File: src/rtl/bcdctr_pkg.sv
package bcdctr_pkg;
  typedef logic [3:0] bcd_t;

  function automatic bcd_t bcd_inc(bcd_t d);
    return (d >= 4'd9) ? 4'd0 : 4'(d + 4'd1);
  endfunction

  function automatic bcd_t bcd_dec(bcd_t d);
    return (d == 4'd0 || d > 4'd9) ? 4'd9 : 4'(d - 4'd1);
  endfunction
endpackage

File: src/rtl/edge_sync.sv
module edge_sync #(
  parameter int STAGES = 2
) (
  input  logic clk,
  input  logic rst,
  input  logic din,
  output logic rise
);
  logic [STAGES-1:0] chain;
  logic              last;

  always_ff @(posedge clk) begin
    if (rst) begin
      chain <= '0;
      last  <= 1'b0;
    end else begin
      chain <= {chain[STAGES-2:0], din};
      last  <= chain[STAGES-1];
    end
  end

  assign rise = chain[STAGES-1] & ~last;

  // a detected edge never repeats in the next cycle
  a_r12_single_rise: assert property (@(posedge clk) disable iff (rst)
    rise |=> !rise);
endmodule

File: src/rtl/bcd_decade.sv
module bcd_decade
  import bcdctr_pkg::*;
(
  input  logic clk,
  input  logic rst,
  input  logic clr,
  input  logic step,
  input  logic up,
  input  logic load,
  input  bcd_t ld_val,
  output bcd_t q,
  output logic at_max,
  output logic at_min
);
  always_ff @(posedge clk) begin
    if (rst || clr)  q <= '0;
    else if (load)   q <= ld_val;
    else if (step)   q <= up ? bcd_inc(q) : bcd_dec(q);
  end

  assign at_max = (q == 4'd9);
  assign at_min = (q == 4'd0);

  // an up step below 9 adds one
  a_r1_up_step: assert property (@(posedge clk) disable iff (rst)
    (step && up && !clr && !load && q < 4'd9) |=> q == 4'($past(q) + 4'd1));
  // a down step above 0 subtracts one
  a_r2_down_step: assert property (@(posedge clk) disable iff (rst)
    (step && !up && !clr && !load && q > 4'd0 && q <= 4'd9) |=> q == 4'($past(q) - 4'd1));
endmodule

File: src/rtl/bcd_updown_counter.sv
module bcd_updown_counter
  import bcdctr_pkg::*;
#(
  parameter int DIGITS = 4,
  parameter int SYNC_STAGES = 2
) (
  input  logic                clk,
  input  logic                rst,
  input  logic                cnt_in,
  input  logic                up,
  input  logic                store_n,
  input  logic                clr_n,
  input  logic                ld_cnt,
  input  logic                ld_reg,
  input  logic [DIGITS-1:0]   ld_dig,
  input  logic [3:0]          ld_data,
  output logic [4*DIGITS-1:0] disp_q,
  output logic [4*DIGITS-1:0] reg_q,
  output logic                carry,
  output logic                zero
);
  localparam int W = 4 * DIGITS;

  logic            rise, step;
  logic [DIGITS:0] en;
  logic [DIGITS-1:0] d_max, d_min;
  logic [W-1:0]    live;
  bcd_t            ld_eff;

  edge_sync #(.STAGES(SYNC_STAGES)) u_sync (
    .clk(clk), .rst(rst), .din(cnt_in), .rise(rise)
  );

  assign step   = rise & clr_n & ~ld_cnt & ~ld_reg;
  assign ld_eff = clr_n ? ld_data : 4'd0;
  assign en[0]  = step;

  for (genvar i = 0; i < DIGITS; i++) begin : g_dec
    bcd_t q;
    bcd_decade u_dec (
      .clk(clk), .rst(rst), .clr(~clr_n), .step(en[i]), .up(up),
      .load(ld_cnt & ld_dig[i]), .ld_val(ld_eff),
      .q(q), .at_max(d_max[i]), .at_min(d_min[i])
    );
    assign live[4*i +: 4] = q;
    assign en[i+1] = en[i] & (up ? d_max[i] : d_min[i]);

    always_ff @(posedge clk) begin
      if (rst)                      reg_q[4*i +: 4] <= '0;
      else if (ld_reg && ld_dig[i]) reg_q[4*i +: 4] <= ld_eff;
    end
  end

  always_ff @(posedge clk) begin
    if (rst) begin
      carry  <= 1'b0;
      disp_q <= '0;
    end else begin
      carry <= en[DIGITS];
      if (!store_n) disp_q <= live;
    end
  end

  assign zero = (live == '0);

  // clear forces the live count to zero
  a_r4_clear: assert property (@(posedge clk) disable iff (rst)
    !clr_n |=> live == '0);
  // an edge during a load with no strobe leaves the count alone
  a_r5_inhibit: assert property (@(posedge clk) disable iff (rst)
    (rise && clr_n && (ld_cnt || ld_reg) && ld_dig == '0) |=> $stable(live));
  // the wrap pulse lasts one cycle
  a_r3_carry_pulse: assert property (@(posedge clk) disable iff (rst)
    carry |=> !carry);
  // with store high the latch holds
  a_r9_hold: assert property (@(posedge clk) disable iff (rst)
    store_n |=> $stable(disp_q));
endmodule

File: config.mk
export PLATFORM = sky130hd
export DESIGN_NAME = bcd_updown_counter
export DESIGN_NICKNAME = d
export VERILOG_FILES = /design/src/rtl/bcdctr_pkg.sv /design/src/rtl/edge_sync.sv /design/src/rtl/bcd_decade.sv /design/src/rtl/bcd_updown_counter.sv
export SDC_FILE = /design/constraint.sdc
export NUM_CORES = 1
export LEC_CHECK = 0
export CAP_MARGIN = 20
export CORE_UTILIZATION = 25
export CTS_CLUSTER_DIAMETER = 150
export DETAILED_ROUTE_END_ITERATION = 16
export HOLD_SLACK_MARGIN = 0.08
export PLACE_DENSITY = 0.42
export SYNTH_ARGS = -nofsm -noshare
export SYNTH_HDL_FRONTEND = slang
export SYNTH_HIERARCHICAL = 1
export SYNTH_SLANG_ARGS = --single-unit
File: constraint.sdc
create_clock -name clk -period 2.09 [get_ports clk]
set_input_delay 0.418 -clock clk [delete_from_list [all_inputs] [get_ports clk]]
set_output_delay 0.418 -clock clk [all_outputs]
set_load 0.02 [all_outputs]
# [After elaboration in Yosys (flattened, before gate mapping)]
# Cells that the tools add are included.
[word_totals] reg_bits=52 latchBits=0 ramBits=0 romBits=0 input_bits=16 output_inout_bits=34 elab_cells=91 memories=0
[op_classes] add_sub_neg=8 mul=0 n_div=0 order_cmp=8 eq_ne=4 n_shift=0 mux=25 bitwise=16 n_reduce_logical=18
[ops] cell="2-to-1 mux 4 bit" count=21
[ops] cell="adder 4 x 1 -> 4 bit, second input constant" count=4
[ops] cell="== test 4 bit, second input constant" count=4
[ops] cell=">= comparator 4 bit, second input constant" count=4
[ops] cell="> comparator 4 bit, second input constant" count=4
[ops] cell="logical NOT 16 bit" count=1
[ops] cell="logical NOT 4 bit" count=4
[ops] cell="subtractor 4 x 1 -> 4 bit, second input constant" count=4
[ops] cell="AND 1 bit" count=12
[ops] cell="nonzero test 2 bit" count=4
[ops] cell="logical OR 1 bit" count=5
[ops] cell="logical AND 1 bit" count=4
[ops] cell="2-to-1 mux 1 bit" count=4
[ops] cell="NOT 1 bit" count=4

# [Longest topological paths before layout]
[logic_depth] word_depth=10 ltp_mapped=11 mapped_depth_nobuf=10

# [By module]
# Netlist, hierarchy kept.
[modules_own_cells] module="bcd_decade" n_inst=4 cells_each=58 area_per_inst_um2=440.4 seq_area_each_um2=80.1
[modules_own_cells] module="bcd_updown_counter" n_inst=1 cells_each=155 area_per_inst_um2=1366.3 seq_area_each_um2=660.6
[modules_own_cells] module="edge_sync" n_inst=1 cells_each=7 area_per_inst_um2=87.6 seq_area_each_um2=60.1

# [Worst setup path after synthesis]
# OpenSTA, ideal clock, no wires.
[synth_path] path_kind="register -> register" start="register g_dec[1].u_dec.q[0]" end="register g_dec[3].u_dec.q[1]" setup_ps=88 arrival_time_ps=2044 t_required_ps=2002 slack_ps=-42 stages_incl_launch_ff=10 path_buffers=1 period_less_slack_ps=2132 cell_sequence="dfxtp_1 -> inv_1 -> ha_1 -> nor3b_1 -> nand3b_1 -> a21oi_1 -> clkbuf_2 -> nor2b_1 -> nand4_1 -> a311oi_2"
[synth_between] elab_chain_len=5 word_cells_on_any_way=6 classes_between="eq/ne: 1; mux: 1; bitwise: 2; reduce/logical: 2"
[synth_rtl] element="from (decl)" line="bcd_decade.sv:11" source="output bcd_t q,"
[synth_rtl] element="from (signal assigned)" line="bcd_decade.sv:17" source="else if (load) q <= ld_val;"
[synth_rtl] element="from (signal assigned)" line="bcd_decade.sv:18" source="else if (step) q <= up ? bcd_inc(q) : bcd_dec(q);"
[synth_rtl] element="logical NOT 4 bit" line="bcd_decade.sv:22" source="assign at_min = (q == 4'd0);"
[synth_rtl] element="via d_min[1]" line="bcd_updown_counter.sv:26" source="logic [DIGITS-1:0] d_max, d_min;"
[synth_rtl] element="2-to-1 mux 1 bit" line="bcd_updown_counter.sv:46" source="assign en[i+1] = en[i] & (up ? d_max[i] : d_min[i]);"
[synth_rtl] element="AND 1 bit (2 in a row)" line="bcd_updown_counter.sv:46"
[synth_rtl] element="via en[3]" line="bcd_updown_counter.sv:25" source="logic [DIGITS:0] en;"
[synth_rtl] element="nonzero test 2 bit (no source line)"
[synth_rtl] element="to (signal assigned)" line="bcd_decade.sv:17"
[synth_rtl] element="to (signal assigned)" line="bcd_decade.sv:18"
[synth_rtl] element="to (decl)" line="bcd_decade.sv:11"
# The timed path passes the listed nets, and every way through them passes these cells.
# A chain may end at the register's enable or synchronous reset.

# [Worst setup path in the final report]
[layout_path] start="register g_dec[0].u_dec.q[0]" end="register g_dec[3].u_dec.q[1]"
[layout_between] elab_chain_len=6 word_cells_on_any_way=7 classes_between="eq/ne: 1; mux: 1; bitwise: 3; reduce/logical: 2"
[layout_rtl] element="from (decl)" line="bcd_decade.sv:11"
[layout_rtl] element="from (signal assigned)" line="bcd_decade.sv:17"
[layout_rtl] element="from (signal assigned)" line="bcd_decade.sv:18"
[layout_rtl] element="logical NOT 4 bit" line="bcd_decade.sv:22"
[layout_rtl] element="via d_min[0]" line="bcd_updown_counter.sv:26"
[layout_rtl] element="2-to-1 mux 1 bit" line="bcd_updown_counter.sv:46"
[layout_rtl] element="AND 1 bit (3 in a row)" line="bcd_updown_counter.sv:46"
[layout_rtl] element="via en[3]" line="bcd_updown_counter.sv:25"
[layout_rtl] element="nonzero test 2 bit (no source line)"
# The timed path passes the listed nets, and every way through them passes these cells.

==> metrics <==
measured slew at the worst slew-check pin about 380 ps; worst vdd ir approximately 0.00028 V; Num Clock Sinks between 50 and 60; Pre-Repair DR Iteration Count 11; MaxCap Viol Count 0; P per Cell Area about 510 nW/um^2; antenna viol nets, final 0; root buffer cell clkbuf_16; Synth Area in Compound Gates between 10% and 20%; biggest area consumer among synthesized cells dfxtp_1; number of global-route vias before repair slightly above 3k; layout cell share with drive strength beyond 1 roughly 26%; vias per std cell 4.78; largest net degree at the start of global routing 28; Critical R2R Capture g_dec[3].u_dec/q[1]$_SDFFE_PP0P_; most frequent cells in the layout buf_4 (78), dfxtp_1 (49), clkdlybuf4s50_1 (46), a21oi_1 (32); Final Net Count 534; Post-Synthesis Cells roughly 400; first-pass GRT wire length about 15 mm; DP Worst Slack -334 ps; fraction of the mapped netlist area in adder cells 6.23%; Post-Syn Nets 426; async set or reset register ratio after synthesis 0%; outcome finished with violations; DRC errors left 2; fillers 1,279; initial antenna violation count 0; final hold vios 0; die width 115 um; Synth Warn # 6; GRT overflow 0; Worst Skew about 7.3 ps; Die Ht about 120 um; Max Transition Viols Final 0; most common cell after layout, fill and taps aside buf_4; via count 3,229; share of the synthesized area in the top cell type 32.4%; cts bufs inserted 5; unrepaired setup endpoints after global routing true; initial DRC count between 150 and 200; Data arrival, critical path around 2300 ps; fin crit share a little under 100%; die area about 13,000 sq um; Cell variety after synth 40; Ant. Diodes 0; mux cell area share after synthesis between 5 and 6%; HP Class flop to flop; Reg area between 1000 and 1500 sq um; top post-synthesis cells by area dfxtp_1 (32%), ha_1 (6.2%), mux2i_1 (5.3%); routability cong. around 0.84; DP Area about 4300 sq um; Initial Util approximately 26%; syn avg cell area between 8 and 9 sq um; number of buffers inserted by port buffering ~50; number of flops mapped to enable cells by yosys 0; kind of critical path flop to flop; Startpoint Class flop; WHS Endpoint u_sync/chain[1]$_SDFF_PP0_; final setup violation count 0; ys flop type dfxtp_1; FF-to-FF Start g_dec[0].u_dec/q[0]$_SDFFE_PP0P_; core box area approximately 13,000 sq um; violated checks design-rule violations; hold_sp u_sync/chain[0]$_SDFF_PP0_; area of the multi-input gates 2110 sq um; post-route cell area ~4700 sq um; worst endpoint required time 2300 ps; Detail Placement HPWL 7.12 mm; setup tns final 0 ps; area grow syn2layout 47.0%; hold path depth 1; Slew headroom between 70 and 80%; std cell rows just over 40; Routed WL roughly 9.6 mm; Leakage Power ~1.9 nW; r2r worst-path depth 11; Mapped Area 3220 sq um; Critical Path Fanout Max 5; GRT Total Usage ~15%; Min Clock Period, post-route a little over 2000 ps; Synth Area in Simple Gates a little over 30%; cts-stage hold buffer count 0; clk_lat worst skew roughly 300 ps; CP endpoint kind flop; combinational family with the most area after synthesis simple AND/OR/NAND/NOR gates; CTS tree built; Final WS setup about 13 ps; worst-case clock buffer depth 2; clk slew on worst S/H paths around 80 ps; R2R Setup Slk 10 ps; wire per inst 14.2 um; H-tree depth 2; achievable frequency just under 500 MHz; Seq/Total Area, Yosys 32.4%; Boundary Pins 50; Post-Synth XOR/XNOR Area 0%; Yosys reg bits 52
[worst max path at each step]
stage | start | to | cells past startpoint
4_1_cts | g_dec[0].u_dec/q[0]$_SDFFE_PP0P_ | g_dec[3].u_dec/q[1]$_SDFFE_PP0P_ | 10
2_1_floorplan | g_dec[0].u_dec/q[0]$_SDFFE_PP0P_ | g_dec[3].u_dec/q[0]$_SDFFE_PP0P_ | 11
6_report | g_dec[0].u_dec/q[0]$_SDFFE_PP0P_ | g_dec[3].u_dec/q[1]$_SDFFE_PP0P_ | 11
3_5_place_dp | ld_reg | g_dec[3].u_dec/q[1]$_SDFFE_PP0P_ | 8
5_1_grt | g_dec[0].u_dec/q[0]$_SDFFE_PP0P_ | g_dec[3].u_dec/q[1]$_SDFFE_PP0P_ | 11
3_3_place_gp | ld_cnt | g_dec[3].u_dec/q[1]$_SDFFE_PP0P_ | 8
[Yosys cell counts (8+ instances only)]
master / n
nand2b_1: 20
ha_1: 16
nor2_1: 28
clkbuf_2: 8
nand3_1: 21
or3_1: 8
mux2i_1: 17
dfxtp_1: 52
nor4_1: 20
nand2_1: 28
nor3_1: 8
and3_1: 8
inv_1: 18
and2_1: 9
nor2b_1: 9
clkbuf_1: 11
o21ai_0: 16
a21oi_1: 33
[cells by family (layout without fill, tap and decap cells)]
kind of cell | count (synthesis) | in the layout
AO/OA/AOI/OAI | 84 | 84
adder cells (fa/ha/maj) | 16 | 16
multiplexers | 17 | 17
buffers and inverters | 46 | 155
flip-flops | 52 | 52
AND/OR/NAND/NOR | 179 | 179
[state kept, by name, indices dropped and copies added, names as in the netlist]
register and flops:
carry 1, reg_q 16, u_sync/last 1, g_dec.u_dec/q 16, disp_q 16, u_sync/chain 2
[critical path, cell delays in order, from the launching register on]
cell	delay [ps]
dfxtp_4	370
inv_4	60
ha_4	120
nor3b_4	180
nor2b_4	210
o21ai_4	90
a21oi_2	130
buf_6	140
nand2b_4	60
nor4_4	270
nand2_1	100
a311oi_2	270
[metrics by stage]
stage	std cells	util, %	power (W)	hold slack (ps)
floorplan	394	-	0.00125	414
global placement	659	34.5	0.00144	417
detailed placement	659	34.5	0.00144	435
CTS	667	35.9	0.00242	458
global route	675	37.6	0.00252	472
finish	675	37.6	0.00241	458
[cell type report]
cell class                      count  area share [%]
Timing Repair Buffer              129            23.6
Sequential cell                    52            22.2
Multi-Input combinational cell    296            44.6
Inverter                           18            1.54
Clock inverter                      3           0.900
Tap cell                          172            4.55
Clock buffer                        5            2.65
[report_power, final]
group | switching (W) | internal [W]
clock | 0.000402 | 0.000564
sequential | 0.0000164 | 0.00101
combinational | 0.000215 | 0.000203
[routing by layer]
layer | up-vias | part of all wire (%) | global-route usage (%)
li1 | 1645 | - | -
met1 | 1494 | 50 | 21.1
met2 | 82 | 45 | 22.9
met3 | 8 | 4.5 | 2.93
met4 | 0 | 1.1 | 4.42
met5 | - | 0 | 0
[repair_timing]
| action | in CTS | in global routing |
|---|---|---|
| setup endpoints to repair | 4 | 11 |
| setup buffers | 0 | 8 |
| pin swaps | 0 | 9 |
| resized for setup | 8 | 38 |
Power figures use the tool's default switching activity.
